<file path="src/rtl/oport_pkg.sv">
package oport_pkg;
  typedef enum logic [1:0] {ST_IDLE, ST_HDR, ST_PAY, ST_TRL} st_e;
  typedef enum logic [1:0] {ARB_VID = 2'b00, ARB_BLANK = 2'b01,
                            ARB_TXT = 2'b10, ARB_NOTXT = 2'b11} arb_e;

  function automatic logic [7:0] xy_code(input logic f, input logic v, input logic h);
    return {1'b1, f, v, h, v ^ h, f ^ h, f ^ v, f ^ v ^ h};
  endfunction

  // keep payload out of the preamble values
  function automatic logic [7:0] clip(input logic [7:0] b);
    if (b == 8'h00) return 8'h01;
    if (b == 8'hFF) return 8'hFE;
    return b;
  endfunction
endpackage

</file>
<file path="src/rtl/oport_arb.sv">
module oport_arb
  import oport_pkg::*;
(
  input  logic [1:0] arb_i,
  input  logic       blank_i,
  input  logic       vreq_i,
  input  logic       treq_i,
  output logic       go_o,
  output logic       pick_txt_o
);
  always_comb begin
    unique case (arb_i)
      ARB_VID:   pick_txt_o = !vreq_i && treq_i;
      ARB_BLANK: pick_txt_o = !vreq_i && treq_i && blank_i;
      ARB_TXT:   pick_txt_o = treq_i;
      default:   pick_txt_o = 1'b0;
    endcase
    go_o = vreq_i || pick_txt_o;
  end
endmodule

</file>
<file path="src/rtl/oport_code.sv">
module oport_code
  import oport_pkg::*;
(
  input  logic       anc_i,
  input  logic       f_i,
  input  logic       v_i,
  input  logic       eav_i,
  input  logic [2:0] idx_i,
  input  logic [7:0] did_i,
  input  logic [7:0] blk_i,
  input  logic [7:0] cnt_i,
  output logic [7:0] byte_o
);
  always_comb begin
    if (anc_i) begin
      unique case (idx_i)
        3'd0:    byte_o = 8'h00;
        3'd1,
        3'd2:    byte_o = 8'hFF;
        3'd3:    byte_o = did_i;
        3'd4:    byte_o = blk_i;
        default: byte_o = cnt_i;
      endcase
    end else begin
      unique case (idx_i[1:0])
        2'd0:    byte_o = 8'hFF;
        2'd3:    byte_o = xy_code(f_i, v_i, eav_i);
        default: byte_o = 8'h00;
      endcase
    end
  end
endmodule

</file>
<file path="src/rtl/oport_lane.sv">
module oport_lane
  import oport_pkg::*;
#(
  parameter int WORD_W = 32,
  localparam int BPW   = WORD_W / 8,
  localparam int POS_W = $clog2(BPW)
) (
  input  logic [WORD_W-1:0] word_i,
  input  logic [POS_W-1:0]  pos_i,
  output logic [7:0]        lo_o,
  output logic [7:0]        hi_o
);
  logic [POS_W-1:0] pos1;
  assign pos1 = pos_i + POS_W'(1);
  assign lo_o = clip(word_i[8*pos_i +: 8]);
  assign hi_o = clip(word_i[8*pos1 +: 8]);
endmodule

</file>
<file path="src/rtl/oport_ser.sv">
module oport_ser
  import oport_pkg::*;
#(
  parameter int WORD_W = 32,
  parameter int CNT_W  = 8,
  localparam int BPW   = WORD_W / 8,
  localparam int POS_W = $clog2(BPW)
) (
  input  logic              clk_i,
  input  logic              rst_ni,
  input  logic              mode16_i,
  input  logic [1:0]        arb_i,
  input  logic              txt_anc_i,
  input  logic              blank_i,
  input  logic              field_i,
  input  logic [7:0]        anc_did_i,
  input  logic [7:0]        anc_blk_i,
  input  logic [CNT_W-1:0]  vid_dw_i,
  input  logic [CNT_W-1:0]  txt_dw_i,
  input  logic [WORD_W-1:0] vid_data_i,
  input  logic              vid_empty_i,
  input  logic              vid_fill_i,
  output logic              vid_rd_o,
  input  logic [WORD_W-1:0] txt_data_i,
  input  logic              txt_empty_i,
  input  logic              txt_fill_i,
  output logic              txt_rd_o,
  output logic [15:0]       dat_o,
  output logic              dv_o
);
  st_e              st_q;
  logic             src_q, anc_q, f_q, v_q;
  logic [CNT_W-1:0] cnt_q, dc_q;
  logic [2:0]       idx_q;
  logic [POS_W-1:0] pos_q;

  logic       go, pick_txt;
  logic [1:0] step;
  logic [3:0] idx_nx, hlen;
  logic [POS_W:0] pos_nx;
  logic       last_byte, cur_empty, emit, rd;
  logic [WORD_W-1:0] cur_word;
  logic [7:0] code_b [2];
  logic [7:0] pay_lo, pay_hi, lo_b, hi_b;

  oport_arb u_arb (
    .arb_i(arb_i), .blank_i(blank_i), .vreq_i(vid_fill_i), .treq_i(txt_fill_i),
    .go_o(go), .pick_txt_o(pick_txt)
  );

  for (genvar g = 0; g < 2; g++) begin : g_code
    oport_code u_code (
      .anc_i(anc_q), .f_i(f_q), .v_i(v_q), .eav_i(st_q == ST_TRL),
      .idx_i(idx_q + 3'(g)), .did_i(anc_did_i), .blk_i(anc_blk_i),
      .cnt_i(8'(cnt_q)), .byte_o(code_b[g])
    );
  end

  assign cur_word  = src_q ? txt_data_i : vid_data_i;
  assign cur_empty = src_q ? txt_empty_i : vid_empty_i;

  oport_lane #(.WORD_W(WORD_W)) u_lane (
    .word_i(cur_word), .pos_i(pos_q), .lo_o(pay_lo), .hi_o(pay_hi)
  );

  assign step      = mode16_i ? 2'd2 : 2'd1;
  assign idx_nx    = {1'b0, idx_q} + {2'b00, step};
  assign hlen      = anc_q ? 4'd6 : 4'd4;
  assign pos_nx    = {1'b0, pos_q} + (POS_W+1)'(step);
  assign last_byte = pos_nx == (POS_W+1)'(BPW);

  always_comb begin
    emit = 1'b0;
    lo_b = 8'h00;
    hi_b = 8'h00;
    unique case (st_q)
      ST_HDR, ST_TRL: begin emit = 1'b1; lo_b = code_b[0]; hi_b = code_b[1]; end
      ST_PAY: if (!cur_empty) begin emit = 1'b1; lo_b = pay_lo; hi_b = pay_hi; end
      default: ;
    endcase
  end

  assign rd       = (st_q == ST_PAY) && emit && last_byte;
  assign vid_rd_o = rd && !src_q;
  assign txt_rd_o = rd && src_q;
  assign dv_o     = emit;
  assign dat_o    = emit ? {mode16_i ? hi_b : 8'h00, lo_b} : 16'h0000;

  always_ff @(posedge clk_i or negedge rst_ni) begin
    if (!rst_ni) begin
      st_q  <= ST_IDLE;
      src_q <= 1'b0;
      anc_q <= 1'b0;
      f_q   <= 1'b0;
      v_q   <= 1'b0;
      cnt_q <= '0;
      dc_q  <= '0;
      idx_q <= '0;
      pos_q <= '0;
    end else begin
      unique case (st_q)
        ST_IDLE: if (go) begin
          src_q <= pick_txt;
          anc_q <= pick_txt && txt_anc_i;
          f_q   <= field_i;
          v_q   <= pick_txt;
          cnt_q <= pick_txt ? txt_dw_i : vid_dw_i;
          idx_q <= '0;
          st_q  <= ST_HDR;
        end
        ST_HDR: begin
          if (idx_nx >= hlen) begin
            st_q  <= ST_PAY;
            pos_q <= '0;
            dc_q  <= '0;
          end else idx_q <= idx_nx[2:0];
        end
        ST_PAY: if (emit) begin
          if (last_byte) begin
            pos_q <= '0;
            if (dc_q + CNT_W'(1) >= cnt_q) begin
              st_q  <= anc_q ? ST_IDLE : ST_TRL;
              idx_q <= '0;
            end else dc_q <= dc_q + CNT_W'(1);
          end else pos_q <= pos_nx[POS_W-1:0];
        end
        ST_TRL: begin
          if (idx_nx >= 4'd4) st_q <= ST_IDLE;
          else idx_q <= idx_nx[2:0];
        end
        default: st_q <= ST_IDLE;
      endcase
    end
  end
endmodule

</file>
<file path="config.mk">
export PLATFORM = sky130hd
export DESIGN_NAME = oport_ser
export DESIGN_NICKNAME = d
export VERILOG_FILES = /design/src/rtl/oport_pkg.sv /design/src/rtl/oport_arb.sv /design/src/rtl/oport_code.sv /design/src/rtl/oport_lane.sv /design/src/rtl/oport_ser.sv
export SDC_FILE = /design/constraint.sdc
export NUM_CORES = 1
export LEC_CHECK = 0
export CAP_MARGIN = 40
export CORE_MARGIN = 3
export CORE_UTILIZATION = 52
export DETAILED_ROUTE_END_ITERATION = 10
export DONT_BUFFER_PORTS = 1
export GPL_ROUTABILITY_DRIVEN = 1
export MAX_ROUTING_LAYER = met4
export PLACE_DENSITY = 0.7
export SETUP_SLACK_MARGIN = 0.2
export SLEW_MARGIN = 20
export SYNTH_ARGS = -nofsm -noshare
export SYNTH_HDL_FRONTEND = slang
export SYNTH_SLANG_ARGS = --single-unit
</file>
<file path="constraint.sdc">
create_clock -name clk_i -period 2.6 [get_ports clk_i]
set_input_delay 0.39 -clock clk_i [delete_from_list [all_inputs] [get_ports clk_i]]
set_output_delay 0.39 -clock clk_i [all_outputs]
set_load 0.02 [all_outputs]
</file>
==> flow_results.xml <==
<?xml version="1.0" encoding="UTF-8"?>
<metrics>
  <group name="synthesis">
    <metric name="synth-edff-count" unit="">0</metric>
    <metric name="yosys-top-cells-area" unit="">sky130_fd_sc_hd__mux4_2, sky130_fd_sc_hd__dfrtp_1, sky130_fd_sc_hd__mux2i_1</metric>
    <metric name="synth_area" unit="um2">4110</metric>
    <metric name="synthFlopType" unit="">sky130_fd_sc_hd__dfrtp_1</metric>
    <metric name="number_of_flip_flops_and_latches_in_the_synthesized_netlist" unit="">26</metric>
    <metric name="netlist_instances" unit="">460</metric>
    <metric name="synth_seq_area_share" unit="%">15.8</metric>
    <metric name="asyncSetResetFlopFracSynth" unit="%">100</metric>
    <metric name="yosys.cell_types.count" unit="">69</metric>
    <metric name="avgSynthCellArea" unit="um2">8.94</metric>
    <metric name="synth_top_cell_area_share" unit="%">16.4</metric>
    <metric name="synth_fp_nets" unit="">589</metric>
    <metric name="most_area_hungry_cell_type_in_the_yosys_netlist" unit="">sky130_fd_sc_hd__mux4_2</metric>
    <metric name="synth.yosys.warnings" unit="">0</metric>
  </group>
  <group name="clock_network">
    <metric name="cts_max_path_buffers" unit="">2</metric>
    <metric name="clock_sinks" unit="">26</metric>
    <metric name="clock_tree.htree_level_count" unit="">1</metric>
    <metric name="cts_tree" unit="">yes</metric>
    <metric name="cts.reportedPaths.clkPinSlew" unit="ps">100</metric>
    <metric name="clock-root-buffer" unit="">sky130_fd_sc_hd__clkbuf_8</metric>
    <metric name="insertion_delay" unit="ps">280</metric>
    <metric name="tritoncts.num_buffers" unit="">3</metric>
  </group>
  <group name="sta">
    <metric name="unrepaired_setup_endpoints_after_global_routing" unit="">yes</metric>
    <metric name="hold_ws" unit="ps">251</metric>
    <metric name="report.final.hold_viol_count" unit="">0</metric>
    <metric name="finalWorstPathRequiredPeriod" unit="ps">2910</metric>
    <metric name="fin_skew" unit="ps">9.85</metric>
    <metric name="final_min_period_over_clock_period" unit="%">112</metric>
    <metric name="fmaxAchievable" unit="MHz">344</metric>
    <metric name="finalSetupViolations" unit="">28</metric>
    <metric name="max_slew.worst_pin.slew" unit="ps">573</metric>
    <metric name="timing.final.ws_setup" unit="ps">-310</metric>
    <metric name="maxSlewViolCount" unit="">0</metric>
    <metric name="slew-limit-headroom" unit="%">61.6</metric>
  </group>
  <group name="floorplan">
    <metric name="fp.dieW" unit="um">94.9</metric>
    <metric name="io-pin-count" unit="">127</metric>
    <metric name="fp.coreArea" unit="um2">7450</metric>
    <metric name="die_outline_area" unit="um2">9010</metric>
    <metric name="initial_core_util" unit="%">55.2</metric>
    <metric name="rows" unit="">31</metric>
    <metric name="die_h" unit="um">94.9</metric>
  </group>
  <group name="final_layout">
    <metric name="antennaDiodeCount" unit="">0</metric>
    <metric name="fin_cells" unit="">638</metric>
    <metric name="finalNetCount" unit="">669</metric>
    <metric name="mostFrequentLayoutCell" unit="">sky130_fd_sc_hd__buf_4</metric>
    <metric name="layout_common_cells" unit="">sky130_fd_sc_hd__buf_4, sky130_fd_sc_hd__nor2_1, sky130_fd_sc_hd__mux4_2</metric>
    <metric name="filler_cell_count" unit="">513</metric>
    <metric name="syn2layout_area_growth" unit="%">38.7</metric>
    <metric name="final_area" unit="um2">5700</metric>
    <metric name="final_layout_size_suffix_gt1_share" unit="%">45.3</metric>
  </group>
  <group name="routing">
    <metric name="wl" unit="mm">14.6</metric>
    <metric name="routed_via_density" unit="">6.88</metric>
    <metric name="drtPass1Iterations" unit="">6</metric>
    <metric name="drt-initial-drc-count" unit="">459</metric>
    <metric name="drtAntennaViolNets" unit="">0</metric>
    <metric name="routedWlPerCell" unit="um">22.9</metric>
    <metric name="remaining_drc_errors" unit="">0</metric>
    <metric name="dr_total_vias" unit="">4392</metric>
  </group>
  <group name="worst_setup_path">
    <metric name="cp_data_arrival_time" unit="ps">2520</metric>
    <metric name="crit_path_max_incr_delay" unit="ps">550</metric>
    <metric name="path_cells" unit="">buf_4 -&gt; buf_12 -&gt; mux4_1 -&gt; mux2_2 -&gt; a2111oi_2 -&gt; o21ai_1 -&gt; a21oi_2 -&gt; buf_4</metric>
    <metric name="cp_top_family" unit="">multiplexers</metric>
    <metric name="r2r_worst_path_depth" unit="">11</metric>
    <metric name="cell_mode_on_critical_path" unit="">sky130_fd_sc_hd__buf_4</metric>
    <metric name="start_to_end_type_of_the_worst_setup_path" unit="">reg -&gt; out</metric>
    <metric name="crit_path_max_fanout" unit="">10</metric>
    <metric name="worst_setup_path_start_kind" unit="">flop</metric>
    <metric name="required" unit="ps">2210</metric>
    <metric name="critical_path.n_buffers_inverters" unit="">3</metric>
    <metric name="critical_path_cell_count" unit="">8</metric>
    <metric name="endpoint_kind" unit="">primary output</metric>
    <metric name="crit_path_top_delay_cell" unit="">sky130_fd_sc_hd__mux4_1</metric>
  </group>
  <group name="placement">
    <metric name="gp_routability_congestion" unit="">0.932</metric>
    <metric name="input_output_buffers" unit="">0</metric>
    <metric name="dp_hpwl" unit="mm">10.7</metric>
    <metric name="placed_cells_incl_taps" unit="">574</metric>
    <metric name="place_area" unit="um2">4560</metric>
  </group>
  <group name="grt">
    <metric name="grt_usage" unit="%">32.7</metric>
    <metric name="first_global_vias" unit="">4256</metric>
    <metric name="grt_max_degree" unit="">27</metric>
    <metric name="grt_overflow_total" unit="">0</metric>
    <metric name="grt_pass1_wl" unit="mm">22.5</metric>
    <metric name="grt_antenna_before_repair" unit="">0</metric>
  </group>
  <group name="hold_path">
    <metric name="whs_path_depth" unit="">1</metric>
    <metric name="min-delay-path-class" unit="">in -&gt; reg</metric>
  </group>
  <group name="job">
    <metric name="count_of_max_cap_constraint_violations" unit="">0</metric>
  </group>
  <group name="run_status">
    <metric name="failed_checks" unit="">negative setup slack</metric>
    <metric name="run_status" unit="">complete, but fails checks</metric>
  </group>
  <group name="power_and_ir_drop">
    <metric name="power_density" unit="nW/um2">1380</metric>
    <metric name="power_leakage" unit="nW">2.31</metric>
    <metric name="peakVddDrop" unit="mV">1.19</metric>
    <metric name="power.total" unit="mW">7.88</metric>
  </group>
</metrics>
-- final cells by class --
class | instances | area (um2) | area share (%)
Multi-Input combinational cell | 374 | 3730 | 65.4
Timing Repair Buffer | 109 | 1020 | 17.9
Sequential cell | 26 | 657 | 11.5
Tap cell | 99 | 124 | 2.17
Inverter | 26 | 103 | 1.80
Clock buffer | 3 | 41.3 | 0.724
Clock inverter | 1 | 30.0 | 0.526
-- state kept, by name (all words and copies together), names as in the netlist --
register / cells
cnt_q: 8
dc_q: 8
idx_q: 3
pos_q: 2
st_q: 2
anc_q: 1
f_q: 1
v_q: 1
-- synthesized netlist by cell type, types with 9 or more instances --
| cell | instances |
|---|---|
| sky130_fd_sc_hd__mux4_2 | 30 |
| sky130_fd_sc_hd__clkbuf_1 | 14 |
| sky130_fd_sc_hd__mux2_2 | 9 |
| sky130_fd_sc_hd__nor2_1 | 42 |
| sky130_fd_sc_hd__nand2_1 | 31 |
| sky130_fd_sc_hd__nor3_1 | 9 |
| sky130_fd_sc_hd__buf_2 | 10 |
| sky130_fd_sc_hd__mux2i_1 | 31 |
| sky130_fd_sc_hd__xnor2_1 | 10 |
| sky130_fd_sc_hd__a211oi_1 | 11 |
| sky130_fd_sc_hd__inv_1 | 26 |
| sky130_fd_sc_hd__dfrtp_1 | 26 |
| sky130_fd_sc_hd__a21oi_1 | 27 |
| sky130_fd_sc_hd__a221o_1 | 9 |
| sky130_fd_sc_hd__ha_1 | 19 |
| sky130_fd_sc_hd__o22ai_1 | 9 |
| sky130_fd_sc_hd__o21ai_0 | 22 |
-- repair_timing --
| item | in CTS | in global routing |
|---|---|---|
| setup buffers | 39 | 18 |
| gates cloned | 0 | 1 |
| setup endpoints to repair | 33 | 33 |
| pin swaps | 43 | 34 |
| hold buffers | 2 | 0 |
| endpoints found under the hold margin | 26 | 0 |
| resized for setup | 101 | 24 |
-- path summary, 6_finish.rpt --
path                                 startpoint                    to  slack, ps
min in group asynchronous                rst_ni       v_q$_DFFE_PN0P_        570
hold reg to reg             dc_q[7]$_DFFE_PN0P_   dc_q[7]$_DFFE_PN0P_        550
setup reg to reg           idx_q[0]$_DFFE_PN0P_  idx_q[2]$_DFFE_PN0P_       -170
setup / recovery                v_q$_DFFE_PN0P_              dat_o[8]       -310
max in group asynchronous                rst_ni  idx_q[1]$_DFFE_PN0P_       1860
hold / removal                          field_i       f_q$_DFFE_PN0P_        250
-- layer usage --
metal | track usage (%) | vias up | wire length [um]
met2 | 54.3 | 252 | 7400
met5 | - | - | 0
met4 | 6.01 | 0 | 223
met1 | 43.0 | 2172 | 5670
li1 | - | 1942 | -
met3 | 4.86 | 26 | 1300
-- logic make-up (layout without fill, tap and decap cells) --
logic type               Yosys count  in the layout  share of synthesized area (%)
AO/OA/AOI/OAI                    137            137                           24.1
flip-flops                        26             26                           15.8
XOR/XNOR                          13             13                           2.95
adder cells (fa/ha/maj)           21             21                           6.75
AND/OR/NAND/NOR                  131            131                           16.0
buffers and inverters             60            139                           6.72
multiplexers                      72             72                           27.7
-- report_power, final --
group | internal [mW] | switching, mW | leakage (nW)
Clock | 0.206 | 0.145 | 0.0357
Combinational | 3.31 | 3.33 | 1.95
Sequential | 0.593 | 0.291 | 0.325
-- through the flow --
stage,util [%],worst slack [ps],TNS [ps]
after floorplan,-,70.3,0
after global placement,61.2,5.16,0
after detailed placement,61.2,-53.9,-472
after CTS,72.8,-271,-1090
after global routing,76.6,-397,-4800
final,76.6,-310,-2150
Power figures use the tool's default switching activity.
